$ cat src/rtl/bcl_pkg.sv
package bcl_pkg;

    typedef enum logic [1:0] {
        ST_IDLE = 2'd0,
        ST_LOAD = 2'd1,
        ST_DONE = 2'd2
    } bcl_state_e;

    // Number of low-order bits that carry fields; all bits above are reserved.
    localparam int FIELD_BITS = 15;

    localparam int RSV_BIT = 0;
    localparam int WB_LO   = 1;
    localparam int WB_HI   = 4;
    localparam int MUL_LO  = 5;
    localparam int MUL_HI  = 7;
    localparam int END_BIT = 8;
    localparam int WP_LO   = 9;
    localparam int WP_HI   = 10;
    localparam int TMR_BIT = 11;
    localparam int BUS_BIT = 12;
    localparam int DRV_LO  = 13;
    localparam int DRV_HI  = 14;

    localparam logic [3:0] WB_MAX_CODE  = 4'd8;
    localparam logic [2:0] MUL_RSV_CODE = 3'd7;
    localparam logic [1:0] WP_RSV_CODE  = 2'b01;

endpackage

$ cat src/rtl/bcl_mode_clk.sv
module bcl_mode_clk #(
    parameter int DIV_LOG2 = 8
) (
    input  logic clk,
    input  logic rst_n,
    output logic mode_clk,
    output logic rise_tick
);
    // rise_tick is high in the cycle whose closing edge raises mode_clk.
    localparam logic [DIV_LOG2-1:0] RISE_AT = {1'b0, {(DIV_LOG2-1){1'b1}}};

    logic [DIV_LOG2-1:0] div_cnt;

    always_ff @(posedge clk or negedge rst_n) begin
        if (!rst_n) begin
            div_cnt <= '0;
        end else begin
            div_cnt <= div_cnt + 1'b1;
        end
    end

    assign mode_clk  = div_cnt[DIV_LOG2-1];
    assign rise_tick = (div_cnt == RISE_AT);

endmodule

$ cat src/rtl/bcl_capture.sv
module bcl_capture #(
    parameter int CFG_BITS   = 256,
    parameter int FIELD_BITS = 15
) (
    input  logic                  clk,
    input  logic                  rst_n,
    input  logic                  cap_en,
    input  logic                  mode_in,
    output logic [FIELD_BITS-1:0] field_q,
    output logic                  high_resv,
    output logic                  last_bit
);
    localparam int IDX_W = $clog2(CFG_BITS);
    localparam logic [IDX_W-1:0] IDX_LAST  = IDX_W'(CFG_BITS - 1);
    localparam logic [IDX_W-1:0] IDX_FIRST_RSV = IDX_W'(FIELD_BITS);

    logic [IDX_W-1:0] bit_idx;

    always_ff @(posedge clk or negedge rst_n) begin
        if (!rst_n) begin
            bit_idx <= '0;
        end else if (cap_en) begin
            bit_idx <= bit_idx + 1'b1;
        end
    end

    // One storage bit per field position, each loaded when its index arrives.
    for (genvar g = 0; g < FIELD_BITS; g++) begin : g_field
        always_ff @(posedge clk or negedge rst_n) begin
            if (!rst_n) begin
                field_q[g] <= 1'b0;
            end else if (cap_en && (bit_idx == IDX_W'(g))) begin
                field_q[g] <= mode_in;
            end
        end
    end

    // Reserved upper bits collapse into a single sticky flag.
    always_ff @(posedge clk or negedge rst_n) begin
        if (!rst_n) begin
            high_resv <= 1'b0;
        end else if (cap_en && (bit_idx >= IDX_FIRST_RSV) && mode_in) begin
            high_resv <= 1'b1;
        end
    end

    assign last_bit = cap_en && (bit_idx == IDX_LAST);

endmodule

$ cat src/rtl/bcl_decode.sv
module bcl_decode
    import bcl_pkg::*;
(
    input  logic [FIELD_BITS-1:0] field_q,
    input  logic                  high_resv,
    output logic [3:0]            wb_pattern,
    output logic [3:0]            clk_ratio,
    output logic                  big_endian,
    output logic [1:0]            wr_proto,
    output logic                  timer_int_off,
    output logic                  bus_narrow,
    output logic [6:0]            drive_pct,
    output logic                  cfg_error
);
    logic [2:0] mul_code;
    logic [1:0] drv_code;

    assign mul_code      = field_q[MUL_HI:MUL_LO];
    assign drv_code      = field_q[DRV_HI:DRV_LO];
    assign wb_pattern    = field_q[WB_HI:WB_LO];
    assign big_endian    = field_q[END_BIT];
    assign wr_proto      = field_q[WP_HI:WP_LO];
    assign timer_int_off = field_q[TMR_BIT];
    assign bus_narrow    = field_q[BUS_BIT];

    always_comb begin
        if (mul_code == MUL_RSV_CODE) begin
            clk_ratio = 4'd0;
        end else begin
            clk_ratio = {1'b0, mul_code} + 4'd2;
        end
    end

    always_comb begin
        unique case (drv_code)
            2'b10:   drive_pct = 7'd100;
            2'b11:   drive_pct = 7'd83;
            2'b00:   drive_pct = 7'd67;
            default: drive_pct = 7'd50;
        endcase
    end

    assign cfg_error = field_q[RSV_BIT]
                     | high_resv
                     | (field_q[WB_HI:WB_LO] > WB_MAX_CODE)
                     | (mul_code == MUL_RSV_CODE)
                     | (field_q[WP_HI:WP_LO] == WP_RSV_CODE);

endmodule

$ cat src/rtl/boot_cfg_loader.sv
module boot_cfg_loader
    import bcl_pkg::*;
#(
    parameter int DIV_LOG2 = 8,
    parameter int CFG_BITS = 256
) (
    input  logic       clk,
    input  logic       rst_n,
    input  logic       pwr_good,
    input  logic       mode_in,
    output logic       mode_clk,
    output logic       cfg_done,
    output logic       cfg_error,
    output logic [3:0] wb_pattern,
    output logic [3:0] clk_ratio,
    output logic       big_endian,
    output logic [1:0] wr_proto,
    output logic       timer_int_off,
    output logic       bus_narrow,
    output logic [6:0] drive_pct
);
    bcl_state_e state, state_nxt;

    logic                  rise_tick;
    logic                  cap_en;
    logic                  last_bit;
    logic                  high_resv;
    logic [FIELD_BITS-1:0] field_q;

    logic       dec_error;
    logic [3:0] dec_wb;
    logic [3:0] dec_ratio;
    logic       dec_be;
    logic [1:0] dec_proto;
    logic       dec_tmr;
    logic       dec_bus;
    logic [6:0] dec_pct;

    bcl_mode_clk #(.DIV_LOG2(DIV_LOG2)) u_mclk (
        .clk       (clk),
        .rst_n     (rst_n),
        .mode_clk  (mode_clk),
        .rise_tick (rise_tick)
    );

    assign cap_en = (state == ST_LOAD) && rise_tick;

    bcl_capture #(.CFG_BITS(CFG_BITS), .FIELD_BITS(FIELD_BITS)) u_cap (
        .clk       (clk),
        .rst_n     (rst_n),
        .cap_en    (cap_en),
        .mode_in   (mode_in),
        .field_q   (field_q),
        .high_resv (high_resv),
        .last_bit  (last_bit)
    );

    bcl_decode u_dec (
        .field_q       (field_q),
        .high_resv     (high_resv),
        .wb_pattern    (dec_wb),
        .clk_ratio     (dec_ratio),
        .big_endian    (dec_be),
        .wr_proto      (dec_proto),
        .timer_int_off (dec_tmr),
        .bus_narrow    (dec_bus),
        .drive_pct     (dec_pct),
        .cfg_error     (dec_error)
    );

    // State register
    always_ff @(posedge clk or negedge rst_n) begin
        if (!rst_n) begin
            state <= ST_IDLE;
        end else begin
            state <= state_nxt;
        end
    end

    // Transitions: power_ok, last_bit, hold
    always_comb begin
        state_nxt = state;
        unique case (state)
            ST_IDLE: if (pwr_good) state_nxt = ST_LOAD;
            ST_LOAD: if (last_bit) state_nxt = ST_DONE;
            ST_DONE: state_nxt = ST_DONE;
            default: state_nxt = ST_IDLE;
        endcase
    end

    // Outputs: everything is held at zero until the load is complete
    always_comb begin
        cfg_done      = 1'b0;
        cfg_error     = 1'b0;
        wb_pattern    = '0;
        clk_ratio     = '0;
        big_endian    = 1'b0;
        wr_proto      = '0;
        timer_int_off = 1'b0;
        bus_narrow    = 1'b0;
        drive_pct     = '0;
        if (state == ST_DONE) begin
            cfg_done      = 1'b1;
            cfg_error     = dec_error;
            wb_pattern    = dec_wb;
            clk_ratio     = dec_ratio;
            big_endian    = dec_be;
            wr_proto      = dec_proto;
            timer_int_off = dec_tmr;
            bus_narrow    = dec_bus;
            drive_pct     = dec_pct;
        end
    end

endmodule

$ cat config.mk
export PLATFORM = sky130hd
export DESIGN_NAME = boot_cfg_loader
export DESIGN_NICKNAME = d
export VERILOG_FILES = /design/src/rtl/bcl_pkg.sv /design/src/rtl/bcl_mode_clk.sv /design/src/rtl/bcl_capture.sv /design/src/rtl/bcl_decode.sv /design/src/rtl/boot_cfg_loader.sv
export SDC_FILE = /design/constraint.sdc
export NUM_CORES = 1
export LEC_CHECK = 0
export BUFFER_PORTS_ARGS = -buffer_cell sky130_fd_sc_hd__buf_4
export CORE_MARGIN = 3
export CORE_UTILIZATION = 61
export DETAILED_ROUTE_END_ITERATION = 10
export PLACE_DENSITY = 0.84
export SLEW_MARGIN = 20
export SYNTH_ARGS = -nofsm -noshare
export SYNTH_HDL_FRONTEND = slang
export SYNTH_SLANG_ARGS = --single-unit
$ cat constraint.sdc
create_clock -name clk -period 5.81 [get_ports clk]
set_input_delay 0.8715 -clock clk [delete_from_list [all_inputs] [get_ports clk]]
set_output_delay 0.8715 -clock clk [all_outputs]
set_load 0.05 [all_outputs]
==> results of run 1 <==
==> cell usage in the layout, fill, tap and decap left out, types with 8 or more instances in the layout <==
cell type / synthesis / final
dfrtp_1: 34 / 34
buf_4: 1 / 25
mux2_2: 15 / 15
nand3_1: 14 / 14
ha_1: 13 / 13
and2_1: 12 / 12
xnor2_1: 11 / 11
inv_1: 10 / 10
nor2_1: 10 / 10
nand4_1: 8 / 8
==> registers in the layout, indices dropped and copies added, names as in the netlist <==
signal / cells
state: 2
u_cap.bit_idx: 8
u_cap.field_q: 15
u_cap.high_resv: 1
u_mclk.div_cnt: 8
==> worst paths after layout <==
check                                       startpoint                            end  slack, ns
setup / recovery                  state[0]$_DFFE_PN0P_                      cfg_error       3.05
hold / removal                                   rst_n    u_mclk.div_cnt[7]$_DFF_PN0_       0.47
setup reg to reg                  state[1]$_DFFE_PN0P_  u_cap.field_q[13]$_DFFE_PN0P_       3.60
hold reg to reg            u_mclk.div_cnt[5]$_DFF_PN0_    u_mclk.div_cnt[5]$_DFF_PN0_       0.49
max in group asynchronous                        rst_n   u_cap.bit_idx[4]$_DFFE_PN0P_       5.02
min in group clk           u_mclk.div_cnt[5]$_DFF_PN0_    u_mclk.div_cnt[5]$_DFF_PN0_       0.49
==> synth_stat cells (2+ instances only) <==
master and instances:
a211oi_1 2, ha_1 13, nand3b_1 5, buf_2 3, inv_1 10, and4_2 2, and3_1 3, xor2_1 2
nand4_1 8, and2_1 12, nand2_1 5, clkbuf_1 2, o21ai_0 2, mux2_2 15, dfrtp_1 34, nor3b_1 2
nor2_1 10, xnor2_1 11, nand3_1 14
==> power breakdown <==
part | leakage [nW] | switching, W | internal, W
logic | 0.520 | 0.000241 | 0.000104
clock network | 0.0254 | 0.0000675 | 0.0000456
registers | 0.423 | 0.0000110 | 0.000249
==> logic make-up (layout without fill, tap and decap cells) <==
| logic type | Yosys count | after routing |
|---|---|---|
| AO/OA/AOI/OAI | 10 | 10 |
| XOR/XNOR | 13 | 13 |
| AND/OR/NAND/NOR | 70 | 70 |
| other | 1 | 1 |
| multiplexers | 15 | 15 |
| buffers and inverters | 16 | 42 |
| flip-flops | 34 | 34 |
| adder cells (fa/ha/maj) | 13 | 13 |
==> final cells by class <==
class | count | area, sq um
Fill cell | 208 | 726
Tap cell | 31 | 38.8
Multi-Input combinational cell | 122 | 943
Clock buffer | 7 | 45.0
Sequential cell | 34 | 851
Timing Repair Buffer | 25 | 188
Inverter | 10 | 37.5
==> per-stage QoR <==
step / cell area [sq um] / utilization / cells / hold slack [ns] / worst slack [ns]
final: 2100 / 0.743 / 229 / 0.475 / 3.05
after global routing: 2100 / 0.743 / 229 / 0.483 / 2.89
after CTS: 2100 / 0.743 / 229 / 0.479 / 3.04
after detailed placement: 2060 / 0.728 / 222 / 0.483 / 3.41
after global placement: 2060 / 0.728 / 222 / 0.460 / 3.51
after floorplan: 1860 / - / 172 / 0.443 / 2.89
==> layer usage <==
metal  part of all wire  track usage  up-vias
met4              0.024        0.102        0
met5                  0            0        -
li1                   -            -      644
met3              0.055       0.0503       10
met2               0.49        0.370       46
met1               0.43        0.279      662
==> impl_metrics.tcl, run 1 <==
set metrics [dict create \
    synth_top_family_by_area "simple AND/OR/NAND/NOR gates" \
    required_ns 4.94 \
    finalNetCount 215 \
    antenna_found_initial 0 \
    synthTopCellsByArea "dfrtp_1 46%, mux2_2 9.1%, ha_1 8.7%, xnor2_1 5.2%, and2_1 4.0%" \
    die-area_sq_mm 0.00375 \
    crit_top_cell "inv_1" \
    cts_tree "built" \
    synth_cell_types 36 \
    finalHoldViolations 0 \
    leakage_nw 0.968 \
    initial_utilization 0.658 \
    crit_path_end_kind "primary output" \
    synth_seq_cells 34 \
    cp-start-kind "flop" \
    cp_top_family "buffers and inverters" \
    area_delta_synth_final_pct 13.0 \
    finalSetupViolCount 0 \
    seq_area_frac_synth 0.457 \
    n_antenna_cell 0 \
    netlist.area_leader.share 0.457 \
    holdBufCountCts 0 \
    synth_area_sq_mm 0.00186 \
    yosys_warnings 0 \
    grt_first_pass_wirelength_mm 6.09 \
    post_cts_resized 0 \
    synth_fp_nets 189 \
    clock_skew_ns 0.00743 \
    track_usage 0.223 \
    tns_ns 0 \
    worstPathArrival_ns 1.89 \
    p_total_w 0.000718 \
    rr_worst_depth 6 \
    status "complete, no violations" \
    synth.area.mux_share 0.0907 \
    worstMarginPinSlew_ns 0.639 \
    die_x_um 61.2 \
    cts_htree_levels 2 \
    wl_mm 3.62 \
    cp_max_fo 15 \
    numPortBuffers 25 \
    gp_routability_congestion 0.786 \
    critPathSlowestCell "dfrtp_1" \
    row_count 19 \
    powerDensity_mw_per_mm2 341 \
    root_buffer "clkbuf_4" \
    synth-compound-area-share 0.0376 \
    period_needed_ns 2.76 \
    peakVddDrop_v 0.000160 \
    die_height_um 61.2 \
    place_hpwl_mm 2.77 \
    drc 0 \
    drt_iter0_drc 66 \
    clock-sinks 34 \
    vias 1362 \
    cts_max_path_buffers 2 \
    async_reset_ff_frac 1.00 \
    synth_simple_gate_area_frac 0.228 \
    fmax_mhz 362 \
    core_area_sq_mm 0.00283 \
    synth_fa_ha_area_frac 0.0874 \
    cp_num_buf_inv 3 \
    pin_count 27 \
    avgSynthCellArea_sq_um 10.8 \
    path_clk_slew_ns 0.09 \
    overflow 0 \
    drt-pass1-iter-count 6 \
    worstSkewPairLatency_ns 0.32 \
    max_cap_viol_count 0 \
    synthCells 172 \
    cp.depth 5 \
    maxSlewViolCount 0 \
    cts_buffers 5 \
    maxSlewHeadroom 0.570 \
    drtAntennaViolNets 0 \
    synth-xor-area-share 0.0612 \
    final.period_utilization 0.475 \
    hp-class "input pin to asynchronous set/reset pin" \
    synth_edf_count 0 \
    grt_pass1_vias 1357 \
    postCtsSetupBuffers 0 \
    vias_per_cell 5.95 \
    crit_path_max_incr_delay_ns 0.42 \
    yosys.area.top_type "dfrtp_1" \
    critPathKind "flop to primary output" \
    routedWlPerCell_um 15.8 \
    grt_max_degree 35 \
    path_cells "inv_1, ha_1, inv_1, a31oi_1, buf_4" \
    layout-drive-gt1-share 0.263 \
    synth_ff_type "dfrtp_1" \
    rsz0062_at_grt "no" \
]
(Power assumes the default switching activity.)
==> run 2, diff against run 1 <==
--- a/config.mk
+++ b/config.mk
@@ -5,11 +5,12 @@
 export SDC_FILE = /design/constraint.sdc
 export NUM_CORES = 1
 export LEC_CHECK = 0
+export ABC_AREA = 1
 export BUFFER_PORTS_ARGS = -buffer_cell sky130_fd_sc_hd__buf_4
 export CORE_MARGIN = 3
-export CORE_UTILIZATION = 61
+export CORE_UTILIZATION = 52
 export DETAILED_ROUTE_END_ITERATION = 10
-export PLACE_DENSITY = 0.84
+export PLACE_DENSITY = 0.76
 export SLEW_MARGIN = 20
 export SYNTH_ARGS = -nofsm -noshare
 export SYNTH_HDL_FRONTEND = slang
==> constraint.sdc (replaced) <==
create_clock -name clk -period 2.5 [get_ports clk]
set_input_delay 0.375 -clock clk [delete_from_list [all_inputs] [get_ports clk]]
set_output_delay 0.375 -clock clk [all_outputs]
set_load 0.05 [all_outputs]
==> impl_metrics.tcl, run 2 <==
set metrics [dict create \
    synth.most_common_cell "nand2_1" \
    wl_met2_mm 1.76 \
    grt_pass1_vias 1485 \
    drt_iter0_drc 113 \
    initial_utilization 0.549 \
    vias_per_cell 4.86 \
    powerDensity_mw_per_mm2 825 \
    post_cts_resized 0 \
    pin_count 27 \
    route.met3.wl_um 216 \
    wl_mm 3.87 \
    reg.largest.list "u_cap.field_q x15, u_cap.bit_idx x8, u_mclk.div_cnt x8" \
    gp_routability_congestion 0.845 \
    cts_max_path_buffers 2 \
    die_height_um 68.6 \
    place_hpwl_mm 2.83 \
    layoutNonFillerInstCount 344 \
    numPortBuffers 25 \
    cp-start-kind "flop" \
    drc 0 \
    overflow 0 \
    seq_area_sq_um 851 \
    holdBufCountCts 0 \
    synthTopCellsByArea "dfrtp_1 42%, nand2_1 18%, ha_1 8.0%, nor2_1 6.8%, nand3_1 5.9%" \
    finalHoldViolations 0 \
    worstSkewPairLatency_ns 0.29 \
    synth_fp_nets 287 \
    cts_tree "built" \
    layout-drive-gt1-share 0.139 \
    n_antenna_cell 0 \
    rsz0062_at_grt "no" \
    largest_register_ff_count 15 \
    async_reset_ff_frac 1.00 \
    avgSynthCellArea_sq_um 7.55 \
    synth_seq_cells 34 \
    dp.cells 336 \
    period_needed_ns 2.00 \
    synth_cell_types 25 \
    layout_commonest_cell "nand2_1" \
    crit_path_end_kind "primary output" \
    antenna_found_initial 0 \
    final.period_utilization 0.799 \
    yosys_warnings 0 \
    clock-sinks 34 \
    yosys-top-cells-count "96 x nand2_1, 37 x nor2_1, 34 x dfrtp_1" \
    cp_max_fo 10 \
    routedWlPerCell_um 11.3 \
    max_cap_viol_count 0 \
    die-area_sq_mm 0.00471 \
    postCtsSetupBuffers 0 \
    top_layer "met4" \
    critPathKind "flop to primary output" \
    row_count 22 \
    status "complete, no violations" \
    synth_edf_count 0 \
    finalNetCount 312 \
    tns_ns 0 \
    area_delta_synth_final_pct 14.0 \
    netlist.area_leader.share 0.417 \
    seq_area_frac_synth 0.417 \
    clock_skew_ns 0.00584 \
    die_x_um 68.6 \
    track_usage 0.188 \
    core_area_sq_mm 0.00372 \
    drtAntennaViolNets 0 \
    multi_input_area_sq_um 998 \
    hp-class "input pin to asynchronous set/reset pin" \
    synth_ff_type "dfrtp_1" \
    synth_area_sq_mm 0.00204 \
    grt_first_pass_wirelength_mm 6.52 \
    cts_buffers 5 \
    worstPathArrival_ns 1.62 \
    layout_common_cells "96 x nand2_1, 37 x nor2_1, 34 x dfrtp_1" \
    vias 1672 \
    reg2reg_from "u_mclk.div_cnt[0]$_DFF_PN0_" \
    root_buffer "clkbuf_8" \
    grt_max_degree 36 \
    path_clk_slew_ns 0.07 \
    max_flop_register "u_cap.field_q" \
    leakage_nw 1.26 \
    finalSetupViolCount 0 \
    fillers 357 \
    drt-pass1-iter-count 4 \
    synthCells 270 \
    required_ns 2.12 \
    yosys.area.top_type "dfrtp_1" \
    peakVddDrop_v 0.000426 \
    met1Wirelength_mm 1.84 \
    crit_start "state[0]$_DFFE_PN0P_" \
    cts_htree_levels 2 \
    fmax_mhz 501 \
    maxSlewViolCount 0 \
]
==> run 2: final timing paths <==
path	endpoint	slack, ns	cells after the start
max	clk_ratio[3]	0.50	6
min	u_mclk.div_cnt[5]$_DFF_PN0_	0.01	1
max reg2reg	u_cap.bit_idx[3]$_DFFE_PN0P_	0.95	7
min reg2reg	u_mclk.div_cnt[0]$_DFF_PN0_	0.45	1
max in group asynchronous	u_cap.field_q[11]$_DFFE_PN0P_	2.18	1
min in group clk	state[0]$_DFFE_PN0P_	0.34	3
==> run 2: cells by family after synthesis <==
kind of cell | synth area share
other | 0.00184
AOI/OAI and AO/OA | 0.0172
DFF | 0.417
adders and majority gates | 0.0798
xor gates and xnor gates | 0.0558
buffers and inverters | 0.0932
and+or+nand+nor | 0.335
==> run 2: worst max-delay path: stages, from the launching register on <==
cell and delay, ns:
dfrtp_1 0.39, inv_1 0.08, ha_1 0.27, buf_4 0.22, nand2_1 0.08, nor2_1 0.08, buf_4 0.20
==> run 2: cell type report <==
type / instances / share of cell area
clock inverter: 2 / 0.00538
tap: 48 / 0.0258
clock buffer: 6 / 0.0355
timing repair buffer: 26 / 0.0840
sequential: 34 / 0.366
multi-input combinational: 196 / 0.429
inverter: 32 / 0.0538
==> run 2: routing by layer <==
layer,up-vias,track usage
met5,-,0
met4,0,0.0670
met3,8,0.0438
met2,31,0.304
met1,764,0.244
li1,869,-
==> run 2: report_power, final <==
group          internal [W]  switching, W  total [W]  leakage, nW
registers          0.000565     0.0000112   0.000577        0.379
logic              0.000243      0.000669   0.000911        0.838
clock network      0.000221      0.000209   0.000430       0.0472
==> run 2: through the flow <==
stage	power (W)	area, sq um	worst slack, ns	hold WS, ns	util
after floorplan	0.00123	2040	0.0659	0.0794	-
after global placement	0.00150	2230	0.871	0.348	0.600
after detailed placement	0.00151	2230	0.811	0.345	0.600
after CTS	0.00193	2320	0.491	0.0261	0.626
after global routing	0.00202	2320	0.377	0.0396	0.626
final	0.00192	2320	0.503	0.0132	0.626
==> run 3, diff against run 2 <==
==> constraint.sdc (replaced) <==
create_clock -name clk -period 1.8 [get_ports clk]
set_input_delay 0.27 -clock clk [delete_from_list [all_inputs] [get_ports clk]]
set_output_delay 0.27 -clock clk [all_outputs]
set_load 0.05 [all_outputs]
==> impl_metrics.tcl, run 3 (synthesized netlist as in run 2, its figures left out) <==
set metrics [dict create \
    fmax_mhz 570 \
    critPathKind "flop to primary output" \
    rr_endpoint "state[1]$_DFFE_PN0P_" \
    wl_met2_mm 1.83 \
    finalNetCount 318 \
    root_buffer "clkbuf_8" \
    path_clk_slew_ns 0.07 \
    drc 0 \
    finalHoldViolations 0 \
    worstPathArrival_ns 1.48 \
    cts_tree "built" \
    layout_commonest_cell "nand2_1" \
    drt_iter0_drc 79 \
    cp_num_buf_inv 5 \
    place_ws_ns 0.117 \
    layout_common_cells "96 x nand2_1, 34 x dfrtp_1, 30 x nor2_1" \
    track_usage 0.185 \
    largest_register_ff_count 15 \
    path_cells "inv_2, ha_4, buf_6, buf_12, nand2_1, inv_1, buf_4" \
    rrSetupSlack_ns 0.23 \
    n_antenna_cell 0 \
    cts_buffers 5 \
    max_cap_viol_count 0 \
    peakVddDrop_v 0.00107 \
    p_total_w 0.00304 \
    clock-sinks 34 \
    reg2reg_from "u_cap.bit_idx[1]$_DFFE_PN0P_" \
    period_needed_ns 1.75 \
    cp.depth 7 \
    grt_max_degree 36 \
    crit_path_max_incr_delay_ns 0.39 \
    pin_count 27 \
    finalSetupViolCount 0 \
    grt_first_pass_wirelength_mm 6.49 \
    reg.largest.list "u_cap.field_q x15, u_cap.bit_idx x8, u_mclk.div_cnt x8" \
    cp-start-kind "flop" \
    place_hpwl_mm 2.68 \
    hp-class "input pin to flop" \
    core_area_sq_mm 0.00372 \
    route.met3.wl_um 200 \
    routedWlPerCell_um 11.0 \
    row_count 22 \
    die_x_um 68.6 \
    critPathSlowestCell "dfrtp_1" \
    layout-drive-gt1-share 0.189 \
    required_ns 1.53 \
    grt_pass1_vias 1502 \
    rr_worst_depth 8 \
    fin_ws_ns 0.0453 \
    endpoint "wr_proto[0]" \
    final.period_utilization 0.975 \
    initial_utilization 0.549 \
    die-area_sq_mm 0.00471 \
    top_layer "met4" \
    numPortBuffers 25 \
    vias_per_cell 4.82 \
    area_delta_synth_final_pct 23.4 \
    clock_skew_ns 0.00292 \
    layoutNonFillerInstCount 350 \
    overflow 0 \
    dp.cells 336 \
    dpl_cell_area_sq_mm 0.00231 \
    vias 1688 \
    status "complete, no violations" \
    max_flop_register "u_cap.field_q" \
    maxSlewViolCount 0 \
    cts_max_path_buffers 2 \
    gp_routability_congestion 0.784 \
    drt-pass1-iter-count 4 \
    leakage_nw 1.32 \
    drtAntennaViolNets 0 \
    finalInstanceArea_sq_mm 0.00252 \
    cp_max_fo 10 \
    met1Wirelength_mm 1.77 \
    die_height_um 68.6 \
    cp_top_family "buffers and inverters" \
    powerDensity_mw_per_mm2 1210 \
    crit_start "state[0]$_DFFE_PN0P_" \
    wl_mm 3.86 \
    antenna_found_initial 0 \
    cts_htree_levels 2 \
    worstSkewPairLatency_ns 0.28 \
    crit_path_end_kind "primary output" \
]
==> run 3: worst min-delay path, delay by kind of cell <==
kind	cells	cell delay, ns
buffers and inverters	1	0.09
AND/OR/NAND/NOR	2	0.13
==> run 3: area by class of cell <==
| cell class | count | area (sq um) |
|---|---|---|
| Fill cell | 318 | 1200 |
| Multi-Input combinational cell | 196 | 1070 |
| Sequential cell | 34 | 851 |
| Timing Repair Buffer | 32 | 297 |
| Inverter | 32 | 129 |
| Clock buffer | 5 | 68.8 |
| Tap cell | 48 | 60.1 |
| Clock inverter | 3 | 40.0 |
==> run 3: how the worst min path moves through the flow <==
stage	start	cells past startpoint	slack, ns	to
CTS	pwr_good	3	0.22	state[0]$_DFFE_PN0P_
global placement	rst_n	1	0.24	u_mclk.div_cnt[5]$_DFF_PN0_
finish	pwr_good	3	0.23	state[0]$_DFFE_PN0P_
detailed placement	rst_n	1	0.24	u_mclk.div_cnt[5]$_DFF_PN0_
floorplan	rst_n	0	-0.03	state[0]$_DFFE_PN0P_
global route	pwr_good	3	0.26	state[0]$_DFFE_PN0P_
==> run 3: where the power goes <==
part	total (W)	internal [W]	switching, W
Sequential	0.000805	0.000785	0.0000193
Clock	0.000690	0.000407	0.000282
Combinational	0.00155	0.000538	0.00101
Total	0.00304	0.00173	0.00131
==> run 3: timing repair <==
action | in CTS | in global routing
buffers inserted | 3 | 2
hold buffers | 1 | 0
resized for setup | 6 | 6
setup endpoints to repair | 6 | 19
pin swaps | 0 | 1
endpoints found under the hold margin | 34 | 0
==> run 3: stage by stage <==
stage | TNS [ns] | hold slack [ns] | utilization
6_report | 0 | 0.231 | 0.677
5_1_grt | -0.0648 | 0.261 | 0.677
4_1_cts | 0 | 0.223 | 0.667
3_5_place_dp | 0 | 0.244 | 0.621
3_3_place_gp | 0 | 0.240 | 0.621
2_1_floorplan | 0 | -0.0256 | -
==> run 3: routing by layer <==
| layer | global-route usage | vias up |
|---|---|---|
| met3 | 0.0486 | 7 |
| met1 | 0.227 | 758 |
| met5 | 0 | - |
| met4 | 0.0645 | 0 |
| li1 | - | 881 |
| met2 | 0.313 | 42 |
